===== config.mk =====
export PLATFORM = sky130hd
export DESIGN_NAME = vid_line_timer
export DESIGN_NICKNAME = d
export VERILOG_FILES = /design/src/rtl/vlt_pkg.sv /design/src/rtl/vlt_ref_decode.sv /design/src/rtl/vlt_line_counter.sv /design/src/rtl/vlt_sync_delay.sv /design/src/rtl/vid_line_timer.sv
export SDC_FILE = /design/constraint.sdc
export NUM_CORES = 1
export LEC_CHECK = 0
export BUFFER_PORTS_ARGS = -buffer_cell sky130_fd_sc_hd__buf_2
export CAP_MARGIN = 20
export CORE_ASPECT_RATIO = 2
export CORE_MARGIN = 2
export CORE_UTILIZATION = 55
export CTS_BUF_LIST = sky130_fd_sc_hd__clkbuf_8
export DETAILED_ROUTE_END_ITERATION = 7
export PLACE_DENSITY = 0.8
export RECOVER_POWER = 100
export SYNTH_ARGS = -nofsm -noshare
export SYNTH_HDL_FRONTEND = slang
export SYNTH_HIERARCHICAL = 1
export SYNTH_SLANG_ARGS = --single-unit

===== constraint.sdc =====
create_clock -name clk -period 2.2 [get_ports clk]
set_clock_uncertainty 0.1 [all_clocks]
set_input_delay 0.22 -clock clk [delete_from_list [all_inputs] [get_ports clk]]
set_output_delay 0.22 -clock clk [all_outputs]
set_load 0.03 [all_outputs]

===== src/rtl/vlt_pkg.sv =====
package vlt_pkg;
    localparam int CNT_W          = 11;
    localparam int ACT_SAMPLES    = 1440;
    localparam int LINE_625       = 1728;
    localparam int LINE_525       = 1716;
    localparam int SYNC_START_625 = 1464;
    localparam int SYNC_START_525 = 1472;
    localparam int SYNC_WIDTH     = 127;
    localparam int MAX_DLY        = 3;
    localparam int PRE_LEN        = 3;

    typedef logic [CNT_W-1:0] pos_t;

    typedef enum logic [1:0] {
        RUN_MASTER = 2'd0,
        RUN_EXT    = 2'd1,
        RUN_EMB    = 2'd2,
        RUN_SPARE  = 2'd3
    } run_mode_e;

    typedef enum logic [1:0] {
        PH_CB = 2'd0,
        PH_Y0 = 2'd1,
        PH_CR = 2'd2,
        PH_Y1 = 2'd3
    } comp_phase_e;

    typedef struct packed {
        logic hit;
        logic fld;
        logic vbl;
    } ref_evt_t;

    function automatic pos_t line_last(input logic std625);
        return std625 ? pos_t'(LINE_625 - 1) : pos_t'(LINE_525 - 1);
    endfunction

    function automatic pos_t sync_first(input logic std625);
        return std625 ? pos_t'(SYNC_START_625) : pos_t'(SYNC_START_525);
    endfunction
endpackage


===== src/rtl/vlt_ref_decode.sv =====
module vlt_ref_decode
    import vlt_pkg::*;
#(
    parameter int BYTE_W = 8
) (
    input  logic              clk,
    input  logic              rst,
    input  logic [BYTE_W-1:0] byte_i,
    output ref_evt_t          evt_o
);
    localparam logic [BYTE_W-1:0] ALL_ONES = {BYTE_W{1'b1}};

    logic [BYTE_W-1:0] hist [PRE_LEN];
    logic [PRE_LEN-1:0] stage_ok;

    always_ff @(posedge clk) begin
        if (rst) begin
            for (int i = 0; i < PRE_LEN; i++) hist[i] <= '0;
        end else begin
            hist[0] <= byte_i;
            for (int i = 1; i < PRE_LEN; i++) hist[i] <= hist[i-1];
        end
    end

    // oldest stage must be all ones, the younger ones all zeros
    for (genvar g = 0; g < PRE_LEN; g++) begin : g_stage
        if (g == PRE_LEN - 1) begin : g_ones
            assign stage_ok[g] = (hist[g] == ALL_ONES);
        end else begin : g_zero
            assign stage_ok[g] = (hist[g] == '0);
        end
    end

    always_comb begin
        evt_o.hit = (&stage_ok) & byte_i[4];
        evt_o.fld = byte_i[6];
        evt_o.vbl = byte_i[5];
    end

    // a start-of-active code (bit 4 clear) never yields an event
    p_sav_reject_r7: assert property (@(posedge clk) disable iff (rst)
        !byte_i[4] |-> !evt_o.hit);
endmodule


===== src/rtl/vlt_line_counter.sv =====
module vlt_line_counter
    import vlt_pkg::*;
(
    input  logic      clk,
    input  logic      rst,
    input  logic      std625_i,
    input  run_mode_e mode_i,
    input  logic      ext_hs_i,
    input  ref_evt_t  ref_i,
    output pos_t      pos_o,
    output logic      std_q_o
);
    pos_t      pos_q;
    logic      std_q;
    run_mode_e mode_q;
    logic      ext_q;
    logic      ext_rise;
    logic      at_end;
    logic      restart;

    assign ext_rise = ext_hs_i & ~ext_q;
    assign at_end   = (pos_q == line_last(std_q));

    always_comb begin
        unique case (mode_q)
            RUN_EXT: restart = ext_rise;
            RUN_EMB: restart = ref_i.hit;
            default: restart = 1'b1;
        endcase
    end

    always_ff @(posedge clk) begin
        if (rst) begin
            std_q  <= std625_i;
            mode_q <= mode_i;
            pos_q  <= line_last(std625_i);
            ext_q  <= 1'b0;
        end else begin
            ext_q <= ext_hs_i;
            if (at_end) begin
                std_q  <= std625_i;
                mode_q <= mode_i;
                pos_q  <= restart ? '0 : line_last(std625_i);
            end else begin
                pos_q <= pos_q + 1'b1;
            end
        end
    end

    assign pos_o   = pos_q;
    assign std_q_o = std_q;

    // position never passes the last count of the latched standard
    p_range_r1: assert property (@(posedge clk) disable iff (rst)
        pos_q <= line_last(std_q));
    // inside a line the count advances by one
    p_step_r1: assert property (@(posedge clk) disable iff (rst)
        !at_end |=> pos_q == $past(pos_q) + 1'b1);
    // master mode wraps at the line end
    p_wrap_r1: assert property (@(posedge clk) disable iff (rst)
        (at_end && mode_q == RUN_MASTER) |=> pos_q == '0);
    // external follower holds until a rising sync edge
    p_hold_r6: assert property (@(posedge clk) disable iff (rst)
        (at_end && mode_q == RUN_EXT && !ext_rise && std625_i == std_q) |=> $stable(pos_q));
    // mode and standard stay fixed during a line
    p_latch_r9: assert property (@(posedge clk) disable iff (rst)
        !at_end |=> ($stable(std_q) && $stable(mode_q)));
endmodule


===== src/rtl/vlt_sync_delay.sv =====
module vlt_sync_delay
    import vlt_pkg::*;
#(
    parameter int DEPTH = MAX_DLY
) (
    input  logic                       clk,
    input  logic                       rst,
    input  logic                       nom_i,
    input  logic [$clog2(DEPTH+1)-1:0] sel_i,
    output logic                       hs_o
);
    logic [DEPTH-1:0] dly_q;
    logic [DEPTH:0]   taps;

    always_ff @(posedge clk) begin
        if (rst) dly_q <= '0;
        else     dly_q <= {dly_q[DEPTH-2:0], nom_i};
    end

    assign taps = {dly_q, nom_i};
    assign hs_o = taps[sel_i];

    // one-clock setting reproduces the previous nominal value
    p_one_clk_r5: assert property (@(posedge clk) disable iff (rst)
        (!$past(rst) && sel_i == 1) |-> hs_o == $past(nom_i));
endmodule


===== src/rtl/vid_line_timer.sv =====
module vid_line_timer
    import vlt_pkg::*;
(
    input  logic        clk,
    input  logic        rst,
    input  logic        std625_i,
    input  logic [1:0]  run_mode_i,
    input  logic [1:0]  hdel_i,
    input  logic        ext_hsync_i,
    input  logic [7:0]  data_i,
    output logic [10:0] line_pos_o,
    output logic        active_o,
    output logic [1:0]  phase_o,
    output logic        hsync_o,
    output logic        ref_field_o,
    output logic        ref_vblank_o
);
    ref_evt_t    ref_evt;
    pos_t        pos;
    logic        std_q;
    logic        nom_hs;
    pos_t        hs_begin;
    comp_phase_e phase;
    logic        fld_q, vbl_q;

    vlt_ref_decode #(.BYTE_W(8)) u_dec (
        .clk   (clk),
        .rst   (rst),
        .byte_i(data_i),
        .evt_o (ref_evt)
    );

    vlt_line_counter u_cnt (
        .clk     (clk),
        .rst     (rst),
        .std625_i(std625_i),
        .mode_i  (run_mode_e'(run_mode_i)),
        .ext_hs_i(ext_hsync_i),
        .ref_i   (ref_evt),
        .pos_o   (pos),
        .std_q_o (std_q)
    );

    assign hs_begin = sync_first(std_q);
    assign nom_hs   = (pos >= hs_begin) && (pos < hs_begin + pos_t'(SYNC_WIDTH));

    vlt_sync_delay #(.DEPTH(MAX_DLY)) u_dly (
        .clk  (clk),
        .rst  (rst),
        .nom_i(nom_hs),
        .sel_i(hdel_i),
        .hs_o (hsync_o)
    );

    always_ff @(posedge clk) begin
        if (rst) begin
            fld_q <= 1'b0;
            vbl_q <= 1'b0;
        end else if (ref_evt.hit) begin
            fld_q <= ref_evt.fld;
            vbl_q <= ref_evt.vbl;
        end
    end

    assign phase        = comp_phase_e'(pos[1:0]);
    assign line_pos_o   = pos;
    assign active_o     = (pos < pos_t'(ACT_SAMPLES));
    assign phase_o      = phase;
    assign ref_field_o  = fld_q;
    assign ref_vblank_o = vbl_q;

    // active video always begins at position 0
    p_active_start_r2: assert property (@(posedge clk) disable iff (rst)
        $rose(active_o) |-> line_pos_o == '0);
    // the first active slot carries Cb
    p_first_cb_r3: assert property (@(posedge clk) disable iff (rst)
        $rose(active_o) |-> phase == PH_CB);
    // flags move only on an accepted reference
    p_flag_hold_r8: assert property (@(posedge clk) disable iff (rst)
        !ref_evt.hit |=> ($stable(ref_field_o) && $stable(ref_vblank_o)));
endmodule


==> impl_metrics.env, run 1 <==
export IMPL_placed_cell_area_um2=2040
export IMPL_maxSlewViolCount=0
export IMPL_syn_nets=192
export IMPL_use_met3_pct=4.26
export IMPL_pwr_share_seq_pct=41.5
export IMPL_ys_seq_elements=44
export IMPL_tightest_slew_ns=0.876
export IMPL_std_cell_rows=29
export IMPL_vdd_drop_max_v=0.000876
export IMPL_hold_viol_final=0
export IMPL_layout_drive_gt1_share_pct=20.7
export IMPL_ioPinCount=33
export IMPL_cts_num_sinks=44
export IMPL_grt_max_degree=23
export IMPL_wl_per_cell_um=14.8
export IMPL_hold_path_class="input pin to flip-flop"
export IMPL_htree_levels=2
export IMPL_clkPwrFrac_pct=20.8
export IMPL_status="finished, violations left"
export IMPL_startpoint_type="flip-flop"
export IMPL_maxCapViolCount=0
export IMPL_gp_congestion=0.856
export IMPL_vias=1358
export IMPL_core_region_area_um2=3160
export IMPL_grt_use_met2_pct=39.7
export IMPL_fillers=264
export IMPL_synth_area_um2=1810
export IMPL_cp_end_kind="output pin"
export IMPL_synth_area_leaders="dfxtp_1 (45%), nor2b_1 (10%), ha_1 (5.5%)"
export IMPL_p_leak_nw=0.897
export IMPL_setup_viol=4
export IMPL_drc=0
export IMPL_grt_pass1_vias=1340
export IMPL_synth_top_area_share_pct=45.5
export IMPL_cp_required_ns=1.88
export IMPL_synth_cell_types=40
export IMPL_fin_nets=236
export IMPL_final_cell_mix="dfxtp_1 (38), nor2b_1 (29), clkbuf_1 (19), buf_2 (14), nor2_1 (10)"
export IMPL_die_y_um=85.0
export IMPL_netlist_instances=168
export IMPL_fmax_mhz=384
export IMPL_final_cell_area_um2=2140
export IMPL_ant_nets=0
export IMPL_critPathArrivalTime_ns=2.29
export IMPL_tritoncts="done"
export IMPL_ys_seq_area_share_pct=50.5
export IMPL_switching_share_pct=38.1
export IMPL_path_max_fanout=4
export IMPL_rsz0062_at_grt="true"
export IMPL_p_int_mw=1.54
export IMPL_violations="negative setup slack"
export IMPL_syn_area_per_cell_um2=10.7
export IMPL_worstSetupPathType="flip-flop to output pin"
export IMPL_portBuffers=32
export IMPL_slew_limit_headroom_pct=41.6
export IMPL_met1_usage_pct=19.6
export IMPL_numCtsBuffers=5
export IMPL_grt_usage_pct=21.5
export IMPL_dr_first_iter_drc_count=26
export IMPL_cts_buffer_depth=2
export IMPL_antenna_found_initial=0
export IMPL_powerDensity_nw_per_um2=1160
export IMPL_grt_busiest_layer="met2"
export IMPL_pre_cts_ws_ns=-0.126
export IMPL_fin_total_pwr_mw=2.48
export IMPL_synth_warnings=6
export IMPL_dr_pass1_iters=4
export IMPL_combPwrFrac_pct=37.7
export IMPL_grt_ovfl_total=0
export IMPL_diodes=0
export IMPL_final_common_cell="dfxtp_1"
export IMPL_syn_to_final_growth_pct=18.5
export IMPL_yosys_area_top_type="dfxtp_1"
export IMPL_die_area_um2=3780
export IMPL_post_drt_via_cell_ratio=5.57
export IMPL_die_width_um=44.5
export IMPL_fin_crit_ns=2.61
export IMPL_place_hpwl_mm=2.72
export IMPL_fin_ws_ns=-0.407
export IMPL_period_share_pct=118
export IMPL_insertion_delay_ns=0.29
export IMPL_start_util_pct=57.2
export IMPL_clk_pin_slew_worst_paths_ns=0.08
export IMPL_routed_wirelength_mm=3.62
export IMPL_grt_pass1_wl_mm=5.80
export IMPL_power_switching_mw=0.946
export IMPL_cts_root_buf="clkbuf_8"
state kept, by name, summed over array words and instances (netlist names):
signal         count
ref_field_o        1
ref_vblank_o       1
u_cnt/ext_q        1
u_cnt/mode_q       2
u_cnt/pos_o       11
u_cnt/std_q_o      1
u_dec/hist        24
u_dly/dly_q        3
area by class of cell:
cell class / instances / area, um^2 / area share (%)
flip-flops and latches: 44 / 917 / 42.9
inverters: 9 / 33.8 / 1.58
clock buffers: 6 / 82.6 / 3.86
multi-input cells: 108 / 822 / 38.4
repair buffers: 44 / 233 / 10.9
clock inverters: 2 / 12.5 / 0.585
well taps: 31 / 38.8 / 1.81
power by group through the flow:
stage / logic, mW / clock network [mW] / registers [mW]
after floorplan: 0.489 / 0 / 1.19
after global placement: 0.891 / 0 / 1.03
after detailed placement: 0.928 / 0 / 1.04
after CTS: 0.951 / 0.537 / 1.03
after global routing: 1.02 / 0.565 / 1.05
final: 0.936 / 0.517 / 1.03
path summary, 6_finish.rpt:
check / cells past startpoint / end / slack (ns) / start
worst min register to register: 1 / u_dly/dly_q[2] / 0.37 / u_dly/dly_q[1]
worst max-delay path: 8 / hsync_o / -0.41 / u_cnt/std_q_o
worst max register to register: 4 / u_cnt/std_q_o / 0 / u_cnt/std_q_o
worst min-delay path: 2 / u_dec/hist[0][3] / 0.04 / data_i[3]
worst max-delay path, cell delays in order (launching register included):
cell and delay [ns]:
edfxtp_1 0.45, inv_2 0.12, ha_4 0.21, nor2b_1 0.13, o211ai_1 0.18, a31oi_1 0.10
a21o_1 0.19, mux4_2 0.47, buf_6 0.15
routing by layer:
metal | wire [um] | vias to the layer above
met5 | 0 | -
met4 | 151 | 0
met3 | 154 | 14
met2 | 2100 | 44
met1 | 1210 | 630
li1 | - | 670
cell usage after synthesis:
cell type  number
xnor2_1         7
mux4_2          1
o22ai_1         2
o211ai_1        2
o211a_1         1
nand4b_1        4
nand2_1         3
nor2b_1        29
mux2i_1         2
nand4_1         3
or4_1           1
a221oi_1        1
and4b_1         1
nor4b_2         1
nor4_1          2
o21ai_0         3
buf_4           5
a21oi_2         1
nor4_2          3
clkbuf_1        2
a2111oi_4       1
edfxtp_1        3
o21bai_1        4
a21oi_1         1
nand3_1         4
dfxtp_1        41
o31ai_1         1
a21o_1          1
inv_1           9
nor2_1         10
nor2b_2         1
or3_4           1
ha_1            8
or2_1           1
nand2b_1        1
a31oi_1         1
nand3b_1        1
and2b_1         1
nor3_1          3
xor2_1          1
logic make-up after synthesis:
kind of cell | count (synthesis) | synth area share, %
buffers and inverters | 16 | 4.37
AOI/OAI and AO/OA | 19 | 8.52
adders and majority gates | 8 | 5.54
DFF | 44 | 50.5
and+or+nand+nor | 70 | 24.9
muxes | 3 | 2.36
xor gates and xnor gates | 8 | 3.88
through the flow:
stage          TNS (ns)  hold slack, ns  util (%)  std cells
2_1_floorplan         0           0.192         -        168
3_3_place_gp    -0.0387           0.299      64.6        234
3_5_place_dp     -0.126           0.300      64.6        234
4_1_cts          -0.408         0.00363      68.6        243
5_1_grt           -1.38          0.0282      67.8        244
6_report         -0.418          0.0360      67.8        244
timing repair:
action,CTS,global route
pin swaps,2,1
setup endpoints to repair,1,2
resized for setup,4,1
gates cloned,0,0
hold buffers,1,1
endpoints found under the hold margin,1,1
buffers inserted,0,0
(Power assumes the default switching activity.)
==> run 2: changes to the inputs <==
--- a/config.mk
+++ b/config.mk
@@ -8,10 +8,11 @@
 export BUFFER_PORTS_ARGS = -buffer_cell sky130_fd_sc_hd__buf_2
 export CAP_MARGIN = 20
 export CORE_ASPECT_RATIO = 2
-export CORE_MARGIN = 2
+export CORE_MARGIN = 4
 export CORE_UTILIZATION = 55
 export CTS_BUF_LIST = sky130_fd_sc_hd__clkbuf_8
 export DETAILED_ROUTE_END_ITERATION = 7
+export MAX_ROUTING_LAYER = met4
 export PLACE_DENSITY = 0.8
 export RECOVER_POWER = 100
 export SYNTH_ARGS = -nofsm -noshare
==> constraint.sdc (replaced) <==
create_clock -name clk -period 2.7 [get_ports clk]
set_clock_uncertainty 0.1 [all_clocks]
set_input_delay 0.27 -clock clk [delete_from_list [all_inputs] [get_ports clk]]
set_output_delay 0.27 -clock clk [all_outputs]
set_load 0.03 [all_outputs]
==> run 2 against run 1 <==
  * The run still ends with negative setup slack left
  * Clock power shrank 27%
  * Cell area fell by 1.4%
  * Largest power group unchanged
  * Via count down 1.0%
  * Count of clock-buffer cells in the layout down 1
  * Critical path depth shrank 1
==> impl_metrics.env, run 2 (synthesized netlist as in run 1, its figures left out) <==
export IMPL_status="finished, violations left"
export IMPL_violations="negative setup slack"
export IMPL_syn_to_final_growth_pct=16.8
export IMPL_setup_viol=1
export IMPL_grt_pass1_vias=1368
export IMPL_start_util_pct=57.2
export IMPL_cp_required_ns=2.33
export IMPL_rsz0062_at_grt="true"
export IMPL_maxSlewViolCount=0
export IMPL_cts_buffer_depth=2
export IMPL_portBuffers=32
export IMPL_gp_congestion=0.843
export IMPL_grt_use_met2_pct=33.5
export IMPL_grt_max_degree=20
export IMPL_dr_pass1_iters=4
export IMPL_grt_usage_pct=18.3
export IMPL_htree_levels=2
export IMPL_top_register="u_dec/hist"
export IMPL_tightest_slew_ns=0.787
export IMPL_insertion_delay_ns=0.29
export IMPL_wl_per_cell_um=16.3
export IMPL_hold_buffers=0
export IMPL_pre_cts_ws_ns=0.229
export IMPL_cts_root_buf="clkbuf_8"
export IMPL_cp_end_kind="output pin"
export IMPL_slowest_delay_ns=0.51
export IMPL_crit_family="flip-flops"
export IMPL_critPathArrivalTime_ns=2.41
export IMPL_tns_ns=-0.0754
export IMPL_critical_path_cell_chain="inv_1 -> ha_1 -> and4b_1 -> o211ai_1 -> a21o_1 -> mux4_2 -> buf_6"
export IMPL_fillers=263
export IMPL_cts_num_sinks=44
export IMPL_use_met3_pct=3.84
export IMPL_final_common_cell="dfxtp_1"
export IMPL_std_cell_rows=29
export IMPL_p_leak_nw=0.883
export IMPL_maxCapViolCount=0
export IMPL_post_drt_via_cell_ratio=5.69
export IMPL_largest_reg_flops=24
export IMPL_die_area_um2=4320
export IMPL_powerDensity_nw_per_um2=933
export IMPL_diodes=0
export IMPL_grt_pass1_wl_mm=5.82
export IMPL_fin_crit_ns=2.78
export IMPL_fin_total_pwr_mw=1.97
export IMPL_met1_usage_pct=15.1
export IMPL_ioPinCount=33
export IMPL_die_width_um=48.5
export IMPL_placed_cell_area_um2=1970
export IMPL_worstSetupPathType="flip-flop to output pin"
export IMPL_vias=1344
export IMPL_grt_busiest_layer="met2"
export IMPL_routed_wirelength_mm=3.84
export IMPL_place_hpwl_mm=2.71
export IMPL_startpoint_type="flip-flop"
export IMPL_path_max_fanout=8
export IMPL_vdd_drop_max_v=0.000525
export IMPL_crit_buf_inv=2
export IMPL_final_cells=236
export IMPL_fin_ws_ns=-0.0754
export IMPL_antenna_found_initial=0
export IMPL_clk_pin_slew_worst_paths_ns=0.08
export IMPL_cp_slowest_cell="dfxtp_1"
export IMPL_tritoncts="done"
export IMPL_layout_drive_gt1_share_pct=22.0
export IMPL_multi_input_area_um2=861
export IMPL_final_cell_area_um2=2110
export IMPL_final_cell_mix="dfxtp_1 (41), nor2b_1 (28), buf_2 (20), clkbuf_1 (12), nor2_1 (10)"
export IMPL_core_region_area_um2=3160
export IMPL_numCtsBuffers=5
export IMPL_fmax_mhz=360
export IMPL_placed_cells=225
export IMPL_hold_path_class="input pin to flip-flop"
export IMPL_hold_viol_final=0
export IMPL_slew_limit_headroom_pct=47.6
export IMPL_ant_nets=0
export IMPL_drc=0
export IMPL_grt_ovfl_total=0
export IMPL_fin_nets=228
export IMPL_die_y_um=89.0
export IMPL_period_share_pct=103
export IMPL_regArea_um2=911
export IMPL_dr_first_iter_drc_count=10
[run 2: cell types whose count changed in the layout (fill, tap and decap cells not counted), sizes merged]
| cell | before | now |
|---|---|---|
| clkinv | 0 | 3 |
| inv | 11 | 9 |
| buf | 23 | 24 |
| clkbuf | 25 | 17 |
| dlygate4sd3 | 2 | 0 |
[run 2: worst register-to-register path, stage by stage, from the launching register on]
cell	delay, ns
edfxtp_1	0.47
buf_4	0.18
or3_4	0.34
a2111oi_4	0.54
or2_1	0.36
[run 2: final timing paths]
path                                  startpoint                 to  slack (ns)  cells after the start
worst min-delay path               run_mode_i[0]    u_cnt/mode_q[0]        0.05                      1
worst max register to register     u_cnt/std_q_o      u_cnt/std_q_o        0.38                      4
worst max-delay path              u_cnt/pos_o[3]            hsync_o       -0.08                      7
worst min register to register  u_dec/hist[0][3]  u_dec/hist[0][11]        0.36                      1
[run 2: where the power goes]
part           internal [mW]  switching, mW  total, mW
registers              0.742          0.140      0.882
logic                  0.279          0.432      0.711
clock network          0.175          0.200      0.375
total                   1.20          0.772       1.97
[run 2: area by class of cell]
class	count	share of cell area [%]
Clock buffer	5	3.26
Clock inverter	3	0.652
Inverter	9	1.60
Multi-Input combinational cell	108	40.8
Sequential cell	44	43.2
Tap cell	31	1.84
Timing Repair Buffer	36	8.66
[run 2: per-layer routing]
layer / wire length [um] / part of all wire (%)
met4: 233 / 6.1
met1: 1270 / 33
met2: 2150 / 56
met5: 0 / 0
met3: 185 / 4.8
[run 2: through the flow]
step | utilization, % | hold WS (ns)
after detailed placement | 62.3 | 0.348
after global routing | 66.8 | 0.0359
after global placement | 62.3 | 0.340
after CTS | 65.8 | 0.0382
final | 66.8 | 0.0512
after floorplan | - | 0.242
[run 2: repair_timing]
action,CTS,global route
gates resized for setup,4,5
pin swaps,0,4
endpoints found under the setup margin,1,1
setup buffers,1,2
==> run 3: changes to the inputs <==
--- a/config.mk
+++ b/config.mk
@@ -5,15 +5,16 @@
 export SDC_FILE = /design/constraint.sdc
 export NUM_CORES = 1
 export LEC_CHECK = 0
+export ABC_AREA = 1
 export BUFFER_PORTS_ARGS = -buffer_cell sky130_fd_sc_hd__buf_2
 export CAP_MARGIN = 20
 export CORE_ASPECT_RATIO = 2
 export CORE_MARGIN = 4
-export CORE_UTILIZATION = 55
+export CORE_UTILIZATION = 45
 export CTS_BUF_LIST = sky130_fd_sc_hd__clkbuf_8
 export DETAILED_ROUTE_END_ITERATION = 7
 export MAX_ROUTING_LAYER = met4
-export PLACE_DENSITY = 0.8
+export PLACE_DENSITY = 0.67
 export RECOVER_POWER = 100
 export SYNTH_ARGS = -nofsm -noshare
 export SYNTH_HDL_FRONTEND = slang
==> run 3 against run 2 <==
  * The flow now finishes without violations
  * Synthesized area is 10% higher
  * Largest cell class unchanged
  * Critical path depth is 5 higher
  * Total power is 11% higher
  * Combinational power is 14% higher
  * Fmax is 17% higher
==> impl_metrics.env, run 3 <==
export IMPL_hold_path_depth=1
export IMPL_hold_path_class="input pin to flip-flop"
export IMPL_synth_top_area_share_pct=41.3
export IMPL_ys_seq_area_share_pct=45.8
export IMPL_syn_nets=300
export IMPL_path_max_fanout=6
export IMPL_die_area_um2=5610
export IMPL_synth_most_common_cell="nand2_1"
export IMPL_start_util_pct=46.3
export IMPL_synthTopCellsByCount="nand2_1 (63), inv_1 (57), nor2_1 (54), dfxtp_1 (41), nand3_1 (14)"
export IMPL_finish_utilization_pct=52.4
export IMPL_tns_ns=0
export IMPL_diodes=0
export IMPL_grt_max_degree=32
export IMPL_final_cell_mix="nand2_1 (65), inv_1 (57), nor2_1 (54), dfxtp_1 (41), clkbuf_1 (18)"
export IMPL_synth_flop_cell="dfxtp_1"
export IMPL_dr_first_iter_drc_count=30
export IMPL_ys_seq_elements=44
export IMPL_syn_to_final_growth_pct=13.3
export IMPL_dr_pass1_iters=4
export IMPL_cts_num_sinks=44
export IMPL_die_y_um=102
export IMPL_fmax_mhz=420
export IMPL_worstSetupPathType="flip-flop to output pin"
export IMPL_synth_edf_count=3
export IMPL_yosys_area_top_type="dfxtp_1"
export IMPL_startpoint_type="flip-flop"
export IMPL_maxSlewViolCount=0
export IMPL_cts_resized=0
export IMPL_insertion_delay_ns=0.29
export IMPL_portBuffers=32
export IMPL_fin_total_pwr_mw=2.19
export IMPL_syn_area_per_cell_um2=7.20
export IMPL_reg2reg_from="u_cnt/pos_o[0]"
export IMPL_place_hpwl_mm=3.02
export IMPL_netlist_instances=276
export IMPL_rsz0062_at_grt="false"
export IMPL_cp_end_kind="output pin"
export IMPL_cts_buffer_depth=2
export IMPL_maxCapViolCount=0
export IMPL_critPathArrivalTime_ns=2.01
export IMPL_worst_r2r_path_depth=7
export IMPL_synth_cell_types=23
export IMPL_fin_crit_ns=2.38
export IMPL_period_share_pct=88.1
export IMPL_grt_pass1_vias=1580
export IMPL_min_to="u_cnt/mode_q[0]"
export IMPL_layout_drive_gt1_share_pct=9.32
export IMPL_hold_buffers=0
export IMPL_grt_ovfl_total=0
export IMPL_ant_nets=0
export IMPL_synth_warnings=6
export IMPL_grt_pass1_wl_mm=6.58
export IMPL_die_width_um=55
export IMPL_cts_root_buf="clkbuf_8"
export IMPL_ys_async_sr_fraction_pct=0
export IMPL_wl_per_cell_um=10.8
export IMPL_vias=1671
export IMPL_antenna_found_initial=0
export IMPL_routed_wirelength_mm=3.95
export IMPL_gp_congestion=0.799
export IMPL_final_cell_area_um2=2250
export IMPL_std_cell_rows=34
export IMPL_vdd_drop_max_v=0.000835
export IMPL_fillers=462
export IMPL_drc=0
export IMPL_largest_reg_flops=24
export IMPL_ff2ff_setup_slack_ns=0.72
export IMPL_final_common_cell="nand2_1"
export IMPL_htree_levels=2
export IMPL_hold_path_startpoint="run_mode_i[0]"
export IMPL_ioPinCount=33
export IMPL_setup_viol=0
export IMPL_fin_nets=334
export IMPL_p_leak_nw=1.15
export IMPL_tightest_slew_ns=1.24
export IMPL_post_drt_via_cell_ratio=4.58
export IMPL_clk_pin_slew_worst_paths_ns=0.09
export IMPL_top_register="u_dec/hist"
export IMPL_critPathLaunch="u_cnt/std_q_o"
export IMPL_status="finished, final reports clean"
export IMPL_core_region_area_um2=4300
export IMPL_r2r_end="u_cnt/pos_o[10]"
export IMPL_hold_viol_final=0
export IMPL_synth_area_leaders="dfxtp_1 (41%), nand2_1 (12%), inv_1 (11%)"
export IMPL_tritoncts="done"
export IMPL_numCtsBuffers=5
export IMPL_post_cts_buffers=0
export IMPL_placed_cell_area_um2=2180
export IMPL_grt_usage_pct=16.7
export IMPL_powerDensity_nw_per_um2=973
export IMPL_synth_area_um2=1990
export IMPL_cp_required_ns=2.33
export IMPL_slew_limit_headroom_pct=17.2
==> run 3: changes by cell type in the layout (fill, tap and decap cells not counted), sizes merged, moves of 7 or more <==
| cell | delta |
|---|---|
| nand2 | +63 |
| inv | +49 |
| nor2 | +47 |
| nor2b | -30 |
| nand3 | +11 |
| buf | -10 |
| clkbuf | +7 |
==> run 3: worst max-delay path by stage <==
stage                     depth (start not counted)  slack, ns  endpoint
final                                            12       0.32   hsync_o
after global routing                             13       0.09   hsync_o
after CTS                                        12       0.31   hsync_o
after detailed placement                         12       0.67   hsync_o
after global placement                           12       0.70   hsync_o
after floorplan                                  12       0.63   hsync_o
==> run 3: critical path: stages (launching register included) <==
cell,delay [ns]
edfxtp_1,0.49
ha_1,0.35
nand2_1,0.07
nor2_1,0.11
nand3_1,0.08
nand2_1,0.07
nor2_1,0.04
nor2_1,0.08
inv_1,0.06
nand2_1,0.05
nand3_1,0.06
nand2_1,0.06
clkbuf_2,0.19
==> run 3: stage by stage <==
step	hold slack [ns]	worst slack [ns]	cells
floorplan	0.239	0.630	276
global placement	0.306	0.702	357
detailed placement	0.309	0.669	357
CTS	0.0358	0.309	365
global route	0.0346	0.0882	365
finish	0.0454	0.320	365
==> run 3: layout make-up <==
| type | instances | area, um^2 | share of cell area, % |
|---|---|---|---|
| Timing Repair Buffer | 33 | 143 | 6.33 |
| Multi-Input combinational cell | 169 | 803 | 35.6 |
| Inverter | 57 | 214 | 9.49 |
| Clock inverter | 3 | 46.3 | 2.05 |
| Tap cell | 54 | 67.6 | 3.00 |
| Sequential cell | 44 | 911 | 40.4 |
| Clock buffer | 5 | 68.8 | 3.05 |
==> run 3: per-layer routing <==
layer	part of all wire, %	vias up	global-route usage (%)
met4	2.4	0	7.68
li1	-	884	-
met5	0	-	-
met1	37	746	15.1
met3	3.2	11	3.21
met2	58	30	31.3
==> run 3: logic make-up (layout without fill, tap and decap cells) <==
logic type               count (synthesis)  count (layout)  share of synthesized area, %
AND/OR/NAND/NOR                        144             144                          30.8
buffers and inverters                   63              98                          13.0
flip-flops                              44              44                          45.8
AO/OA/AOI/OAI                           14              14                          3.96
adder cells (fa/ha/maj)                  8               8                          5.03
XOR/XNOR                                 3               3                          1.32
==> run 3: power by group <==
group | internal (mW) | switching [mW] | leakage [nW]
logic | 0.254 | 0.556 | 0.729
registers | 0.750 | 0.127 | 0.367
clock network | 0.279 | 0.228 | 0.0548
